<file path="config.mk">
export PLATFORM = sky130hd
export DESIGN_NAME = cascadable_counter
export DESIGN_NICKNAME = d
export VERILOG_FILES = /design/src/rtl/cnt_pkg.sv /design/src/rtl/cnt_mode_dec.sv /design/src/rtl/cnt_state_reg.sv /design/src/rtl/cnt_tc_dec.sv /design/src/rtl/cascadable_counter.sv
export SDC_FILE = /design/constraint.sdc
export NUM_CORES = 1
export LEC_CHECK = 0
export ABC_AREA = 1
export CAP_MARGIN = 20
export CORE_AREA = 5 5 42 44
export CTS_BUF_LIST = sky130_fd_sc_hd__clkbuf_2 sky130_fd_sc_hd__clkbuf_4 sky130_fd_sc_hd__clkbuf_8
export DETAILED_ROUTE_END_ITERATION = 10
export DIE_AREA = 0 0 47 49
export GPL_TIMING_DRIVEN = 0
export RECOVER_POWER = 100
export SLEW_MARGIN = 40
export SYNTH_ARGS = -nofsm -noshare
export SYNTH_HDL_FRONTEND = slang
export SYNTH_HIERARCHICAL = 1
export SYNTH_SLANG_ARGS = --single-unit
</file>
<file path="constraint.sdc">
create_clock -name clk -period 3.69 [get_ports clk]
set_clock_uncertainty 0.2 [all_clocks]
set_input_delay 0.5535 -clock clk [delete_from_list [all_inputs] [get_ports clk]]
set_output_delay 0.5535 -clock clk [all_outputs]
set_load 0.01 [all_outputs]
</file>
<file path="src/rtl/cnt_pkg.sv">
package cnt_pkg;

  // Operation chosen for the next rising edge when reset is not active.
  typedef enum logic [1:0] {
    M_HOLD  = 2'd0,
    M_COUNT = 2'd1,
    M_LOAD  = 2'd2
  } cnt_mode_e;

endpackage

</file>
<file path="src/rtl/cnt_mode_dec.sv">
module cnt_mode_dec
  import cnt_pkg::*;
(
  input  logic      load_n,
  input  logic      en_par,
  input  logic      en_trk,
  output cnt_mode_e mode,
  output logic      ev_load,
  output logic      ev_incr,
  output logic      ev_hold
);

  // Load wins over counting; counting needs both enables.
  function automatic cnt_mode_e f_pick(input logic ld_n, input logic ep, input logic et);
    if (!ld_n)        return M_LOAD;
    else if (ep && et) return M_COUNT;
    else              return M_HOLD;
  endfunction

  always_comb begin
    mode    = f_pick(load_n, en_par, en_trk);
    ev_load = (mode == M_LOAD);
    ev_incr = (mode == M_COUNT);
    ev_hold = (mode == M_HOLD);
  end

endmodule

</file>
<file path="src/rtl/cnt_state_reg.sv">
module cnt_state_reg
  import cnt_pkg::*;
#(
  parameter int W         = 4,
  parameter bit ASYNC_RST = 1'b1
) (
  input  logic         clk,
  input  logic         rst_n,
  input  cnt_mode_e    mode,
  input  logic [W-1:0] din,
  output logic [W-1:0] q
);

  logic [W-1:0] nxt;

  // Modulo-2^W increment.
  function automatic logic [W-1:0] f_next(input logic [W-1:0] v);
    return v + {{(W-1){1'b0}}, 1'b1};
  endfunction

  always_comb begin
    unique case (mode)
      M_LOAD:  nxt = din;
      M_COUNT: nxt = f_next(q);
      default: nxt = q;
    endcase
  end

  generate
    if (ASYNC_RST) begin : g_async
      always_ff @(posedge clk or negedge rst_n) begin
        if (!rst_n) q <= '0;
        else        q <= nxt;
      end

      // count is zero at every edge while reset is held
      always @(posedge clk) begin
        if (!rst_n) begin
          p_async_clear_r1: assert (q == '0)
            else $error("async reset did not clear");
        end
      end
    end else begin : g_sync
      logic clr_seen_q;

      always_ff @(posedge clk) begin
        if (!rst_n) q <= '0;
        else        q <= nxt;
      end

      always_ff @(posedge clk) clr_seen_q <= !rst_n;

      // an edge with reset low leaves zero, even when load or count was requested
      always @(posedge clk) begin
        if (clr_seen_q) begin
          p_sync_clear_r2: assert (q == '0)
            else $error("sync reset did not clear");
        end
      end
    end
  endgenerate

  p_load_r4: assert property (@(posedge clk) disable iff (!rst_n)
    (mode == M_LOAD) |=> (q == $past(din)));

  p_count_r5: assert property (@(posedge clk) disable iff (!rst_n)
    (mode == M_COUNT) |=> (q == W'($past(q) + 1)));

  p_hold_r6: assert property (@(posedge clk) disable iff (!rst_n)
    (mode == M_HOLD) |=> $stable(q));

endmodule

</file>
<file path="src/rtl/cnt_tc_dec.sv">
module cnt_tc_dec #(
  parameter int W = 4
) (
  input  logic [W-1:0] q,
  input  logic         en_trk,
  output logic         tc,
  output logic         at_max
);

  localparam logic [W-1:0] MAX_VAL = {W{1'b1}};

  function automatic logic f_is_max(input logic [W-1:0] v);
    return v == MAX_VAL;
  endfunction

  always_comb begin
    at_max = f_is_max(q);
    tc     = at_max && en_trk;
  end

endmodule

</file>
<file path="src/rtl/cascadable_counter.sv">
module cascadable_counter
  import cnt_pkg::*;
#(
  parameter int COUNTER_WIDTH = 4,
  parameter bit ASYNC_RST     = 1'b1
) (
  input  logic                     clk,
  input  logic                     rst_n,
  input  logic                     load_n,
  input  logic [COUNTER_WIDTH-1:0] din,
  input  logic                     en_par,
  input  logic                     en_trk,
  output logic [COUNTER_WIDTH-1:0] count,
  output logic                     tc
);

  localparam int W = COUNTER_WIDTH;

  cnt_mode_e mode;
  logic      ev_load, ev_incr, ev_hold;
  logic      at_max;
  logic      ev_wrap;

  cnt_mode_dec u_dec (
    .load_n  (load_n),
    .en_par  (en_par),
    .en_trk  (en_trk),
    .mode    (mode),
    .ev_load (ev_load),
    .ev_incr (ev_incr),
    .ev_hold (ev_hold)
  );

  cnt_state_reg #(.W(W), .ASYNC_RST(ASYNC_RST)) u_reg (
    .clk   (clk),
    .rst_n (rst_n),
    .mode  (mode),
    .din   (din),
    .q     (count)
  );

  cnt_tc_dec #(.W(W)) u_tc (
    .q      (count),
    .en_trk (en_trk),
    .tc     (tc),
    .at_max (at_max)
  );

  assign ev_wrap = ev_incr && at_max;

  // counting from all ones lands on zero
  p_wrap_r7: assert property (@(posedge clk) disable iff (!rst_n)
    ev_wrap |=> (count == '0));

  // tc only with trickle enable high and count at all ones
  p_tc_gate_r8: assert property (@(posedge clk) disable iff (!rst_n)
    tc |-> (en_trk && (count == {W{1'b1}})));

  // a counting edge that starts with tc high must wrap
  p_tc_carry_r8: assert property (@(posedge clk) disable iff (!rst_n)
    (tc && load_n && en_par) |=> (count == '0));

  // Exactly one of the three modes is chosen in every cycle
  p_mode_onehot_r6: assert property (@(posedge clk) disable iff (!rst_n)
    $onehot({ev_load, ev_incr, ev_hold}));

endmodule

</file>
==> results of run 1 <==
==> routing by layer <==
metal / share of wire [%] / global-route usage [%]
met1: 45 / 8.426
met2: 45 / 8.597
met3: 7.2 / 2.214
met4: 2.9 / 6.912
met5: 0 / 0
==> worst paths after layout <==
check | from | slack [ps] | end | cells past startpoint
max | en_trk | 1030 | tc | 4
min | u_reg/q[3] | 360 | u_reg/q[3] | 2
max reg2reg | u_reg/q[0] | 2340 | u_reg/q[2] | 5
min reg2reg | u_reg/q[3] | 360 | u_reg/q[3] | 2
max in group asynchronous | rst_n | 2740 | u_reg/q[0] | 1
min in group asynchronous | rst_n | 390 | u_reg/q[3] | 1
==> metrics by stage <==
step,cells,setup WS (ps),util (%)
after floorplan,43,2017,-
after global placement,72,1154,31.52
after detailed placement,72,1159,31.52
after CTS,75,1152,33.13
after global routing,75,939.7,33.13
final,75,1031,33.13
==> cell type report <==
type / instances / area (um2) / share of cell area (%)
buffer: 1 / 7.507 / 1.617
clock buffer: 3 / 22.52 / 4.852
tap: 16 / 20.02 / 4.313
timing repair buffer: 13 / 130.1 / 28.03
multi-input combinational: 31 / 157.7 / 33.96
inverter: 7 / 26.28 / 5.660
sequential: 4 / 100.1 / 21.56
==> worst register-to-register path: stages, from the launching register on <==
cell and delay [ps]:
dfrtp_1 430, ha_1 250, nor2_2 100, nor2_1 40, o21ai_0 160, inv_1 50
==> power groups by stage <==
stage | sequential [uW] | clock (uW) | combinational, uW
3_5_place_dp | 61.4 | 0 | 52.6
5_1_grt | 61.8 | 61.0 | 54.7
6_report | 60.4 | 53.1 | 48.7
4_1_cts | 60.9 | 55.9 | 52.9
2_1_floorplan | 62.5 | 0 | 22.3
3_3_place_gp | 61.1 | 0 | 52.0
==> results.json, run 1 <==
{
  "pwr-share-clk_pct": 32.7,
  "peakVddDrop_mv": 0.1650,
  "crit_fanout": 2,
  "ant_nets": 0,
  "via_count": 306,
  "start_util_pct": 20.80,
  "crit_top_cell": "dlygate4sd3_1",
  "critical-path-slowest-cell": "dlygate4sd3_1",
  "avgRoutedWirePerCell_um": 8.760,
  "layout_common_cells": "nand2_1 (13), dlygate4sd3_1 (7), clkdlybuf4s50_1 (6)",
  "overflow": 0,
  "htreeDepth": 1,
  "status": "complete, no violations",
  "path_class": "in -> out",
  "port_buffers": 13,
  "worstPathRequired_ps": 2940,
  "final_area_um2": 464.2,
  "grt_pass1_vias": 268,
  "reg.largest.list": "u_reg/q (4)",
  "post_cts_resized": 0,
  "maxCapViolations": 0,
  "power.total_uw": 162.1,
  "sw_frac_of_total_pct": 29.97,
  "wl_um": 657,
  "clkTransAtPathRegs_ps": 40,
  "nFillCells": 165,
  "viasPerCell": 4.080,
  "cp-start-kind": "primary input",
  "clk_latency_ps": 230,
  "p_comb_share_pct": 30.0,
  "drt_pass1_iterations": 2,
  "die_height_um": 49,
  "fin_tns_setup_ps": 0,
  "grt_start_max_net_pins": 8,
  "rsz0062_at_grt": "no",
  "final_max_slew_viol_count": 0,
  "p_seq_share_pct": 37.2,
  "power.leakage_uw": 0.0002263,
  "grt_pass1_wl_um": 1117,
  "die_w_um": 47,
  "largest-register": "u_reg/q",
  "switchingPower_uw": 48.58,
  "cts.sinks": 4,
  "final-hold-violation-count": 0,
  "cell_internal_pwr_uw": 113.5,
  "row_count": 14,
  "synth_nets": 54,
  "cts_hold_buf": 0,
  "track_usage_pct": 6.850,
  "syn_avg_cell_area_um2": 6.780,
  "globalplace.congestion": 0.6780,
  "slowest_delay_ps": 610,
  "tritoncts": "yes",
  "setup_viol": 0,
  "worstPathArrival_ps": 1910,
  "layout_commonest_cell": "nand2_1",
  "floorplan.die_area_um2": 2303,
  "worstSetupEndpointType": "primary output",
  "max_slew_margin_pct": 83.38,
  "timing.critical_path.buf_inv": 3,
  "antenna_found_initial": 0,
  "core_area_um2": 1401,
  "worstMarginPinSlew_ps": 249.3,
  "dp_hpwl_um": 535.5,
  "areaGrowthSynthToFinish_pct": 59.23,
  "power.density_nw_per_um2": 349.2,
  "min_period_ps": 2659,
  "cts_made_buffers": 3,
  "post-route-period-util_pct": 72.07,
  "synth_area_um2": 291.5,
  "cp_top_family": "buffers and inverters",
  "fmax_ghz": 0.3760,
  "io_pins": 14,
  "drtIter0Drc": 1,
  "cts-root-buf": "clkbuf_4",
  "min_path_type": "reg -> reg",
  "largest_register_ffs": 4,
  "ys_warn_count": 6,
  "whs_ps": 356.3,
  "clockBufferDepth": 2,
  "worstPathCellList": "dlygate4sd3_1 -> inv_1 -> nor3_2 -> dlygate4sd3_1",
  "cts_setup_buffers": 0,
  "nets": 72,
  "drive_above_1_share_pct": 15.25,
  "n_antenna_cell": 0,
  "postSynthCellCount": 43,
  "dpl-instance-area_um2": 441.7,
  "remaining_drc_errors": 0
}
No activity file was read; power rests on OpenSTA's default activity.
==> inputs of run 2 (changes only) <==
Clock period 3.69 ns to 2.4 ns, I/O delays scaled along.
==> run 2 against run 1 <==
Effect of this change:
- via count is the same
- worst hold slack lost 160 ps
- largest power group unchanged
- clock power grew 54%
- largest cell class unchanged
- cell count is the same
- critical path depth is the same
==> results.json, run 2 (synthesis results as in run 1) <==
{
  "drt_pass1_iterations": 2,
  "row_count": 14,
  "cts_setup_buffers": 0,
  "clk_latency_ps": 230,
  "dp.cells": 72,
  "antenna_found_initial": 0,
  "die_height_um": 49,
  "power.density_nw_per_um2": 537.5,
  "wl_um": 657,
  "busiest_layer": "met2",
  "io_pins": 14,
  "drive_above_1_share_pct": 15.25,
  "largest_register_ffs": 4,
  "nets": 72,
  "peakVddDrop_mv": 0.2536,
  "viasPerCell": 4.080,
  "tritoncts": "yes",
  "min_period_ps": 2213,
  "max_slew_margin_pct": 83.38,
  "rsz0062_at_grt": "no",
  "maxCapViolations": 0,
  "start_util_pct": 20.80,
  "areaGrowthSynthToFinish_pct": 59.23,
  "grt_pass1_vias": 268,
  "layout_commonest_cell": "nand2_1",
  "reg.largest.list": "u_reg/q (4)",
  "min_path_type": "in -> async",
  "grt.met2_usage_pct": 8.597,
  "status": "complete, no violations",
  "port_buffers": 13,
  "final_max_slew_viol_count": 0,
  "cp-start-kind": "primary input",
  "grt_start_max_net_pins": 8,
  "final_core_util_pct": 33.13,
  "ant_nets": 0,
  "cts_made_buffers": 3,
  "globalplace.congestion": 0.6780,
  "cts-root-buf": "clkbuf_4",
  "nFillCells": 165,
  "use_met3_pct": 2.214,
  "n_antenna_cell": 0,
  "finalNonFillerCells": 75,
  "cts_hold_buf": 0,
  "floorplan.die_area_um2": 2303,
  "htreeDepth": 1,
  "crit_fanout": 2,
  "fin_tns_setup_ps": 0,
  "clockBufferDepth": 2,
  "via_count": 306,
  "worstMarginPinSlew_ps": 249.3,
  "layout_setup_ws_ps": 187.4,
  "drtIter0Drc": 1,
  "path_class": "in -> out",
  "final-hold-violation-count": 0,
  "overflow": 0,
  "track_usage_pct": 6.850,
  "grt_pass1_wl_um": 1117,
  "avgRoutedWirePerCell_um": 8.760,
  "core_area_um2": 1401,
  "power.leakage_uw": 0.0002229,
  "remaining_drc_errors": 0,
  "largest-register": "u_reg/q",
  "worstPathRequired_ps": 1840,
  "worstPathArrival_ps": 1650,
  "post_cts_resized": 0,
  "setup_viol": 0,
  "cts.sinks": 4,
  "layout_common_cells": "nand2_1 (13), clkdlybuf4s50_1 (7), dlygate4sd3_1 (6)",
  "clkTransAtPathRegs_ps": 40,
  "fmax_ghz": 0.4520,
  "worstSetupEndpointType": "primary output",
  "die_w_um": 47,
  "post-route-period-util_pct": 92.19,
  "globalRouteMet1Util_pct": 8.426,
  "dp_hpwl_um": 535.5,
  "dp_worst_setup_slack_ps": 255.7
}
run 2: cell type report:
| type | instances | area (um2) | area share (%) |
|---|---|---|---|
| timing repair buffer | 13 | 130.1 | 28.03 |
| sequential | 4 | 100.1 | 21.56 |
| inverter | 7 | 26.28 | 5.660 |
| clock buffer | 3 | 22.52 | 4.852 |
| multi-input combinational | 31 | 157.7 | 33.96 |
| tap | 16 | 20.02 | 4.313 |
| buffer | 1 | 7.507 | 1.617 |
run 2: power breakdown:
part / total [uW] / internal (uW) / switching (uW)
registers: 92.8 / 77.8 / 15.0
clock network: 81.6 / 55.8 / 25.8
logic: 75.1 / 41.1 / 33.9
run 2: final timing paths:
| check | start | cells after the start | endpoint | slack (ps) |
|---|---|---|---|---|
| hold reg to reg | u_reg/q[3] | 2 | u_reg/q[3] | 360 |
| setup / recovery | en_trk | 4 | tc | 190 |
| max in group asynchronous | rst_n | 1 | u_reg/q[0] | 1640 |
| hold / removal | rst_n | 1 | u_reg/q[3] | 190 |
| min in group clk | u_reg/q[3] | 2 | u_reg/q[3] | 360 |
| setup reg to reg | u_reg/q[0] | 5 | u_reg/q[2] | 1050 |
run 2: worst max-delay path, cell delays in order:
cell	delay [ps]
dlygate4sd3_1	540
inv_1	50
nor3_2	150
clkdlybuf4s50_1	550
run 2: layer usage:
layer	share of wire [%]	vias to the layer above
met2	45	9
met3	7.2	2
met5	0	-
met1	45	127
met4	2.9	0
li1	-	168
run 2: metrics by stage:
step | hold slack, ps | power [uW] | area (um2)
after CTS | 120.7 | 260.9 | 464.2
final | 192.7 | 249.5 | 464.2
after global placement | 357.8 | 173.9 | 441.7
after global routing | 191.2 | 273.2 | 464.2
after floorplan | -135.6 | 130.4 | 291.5
after detailed placement | 353.8 | 175.4 | 441.7
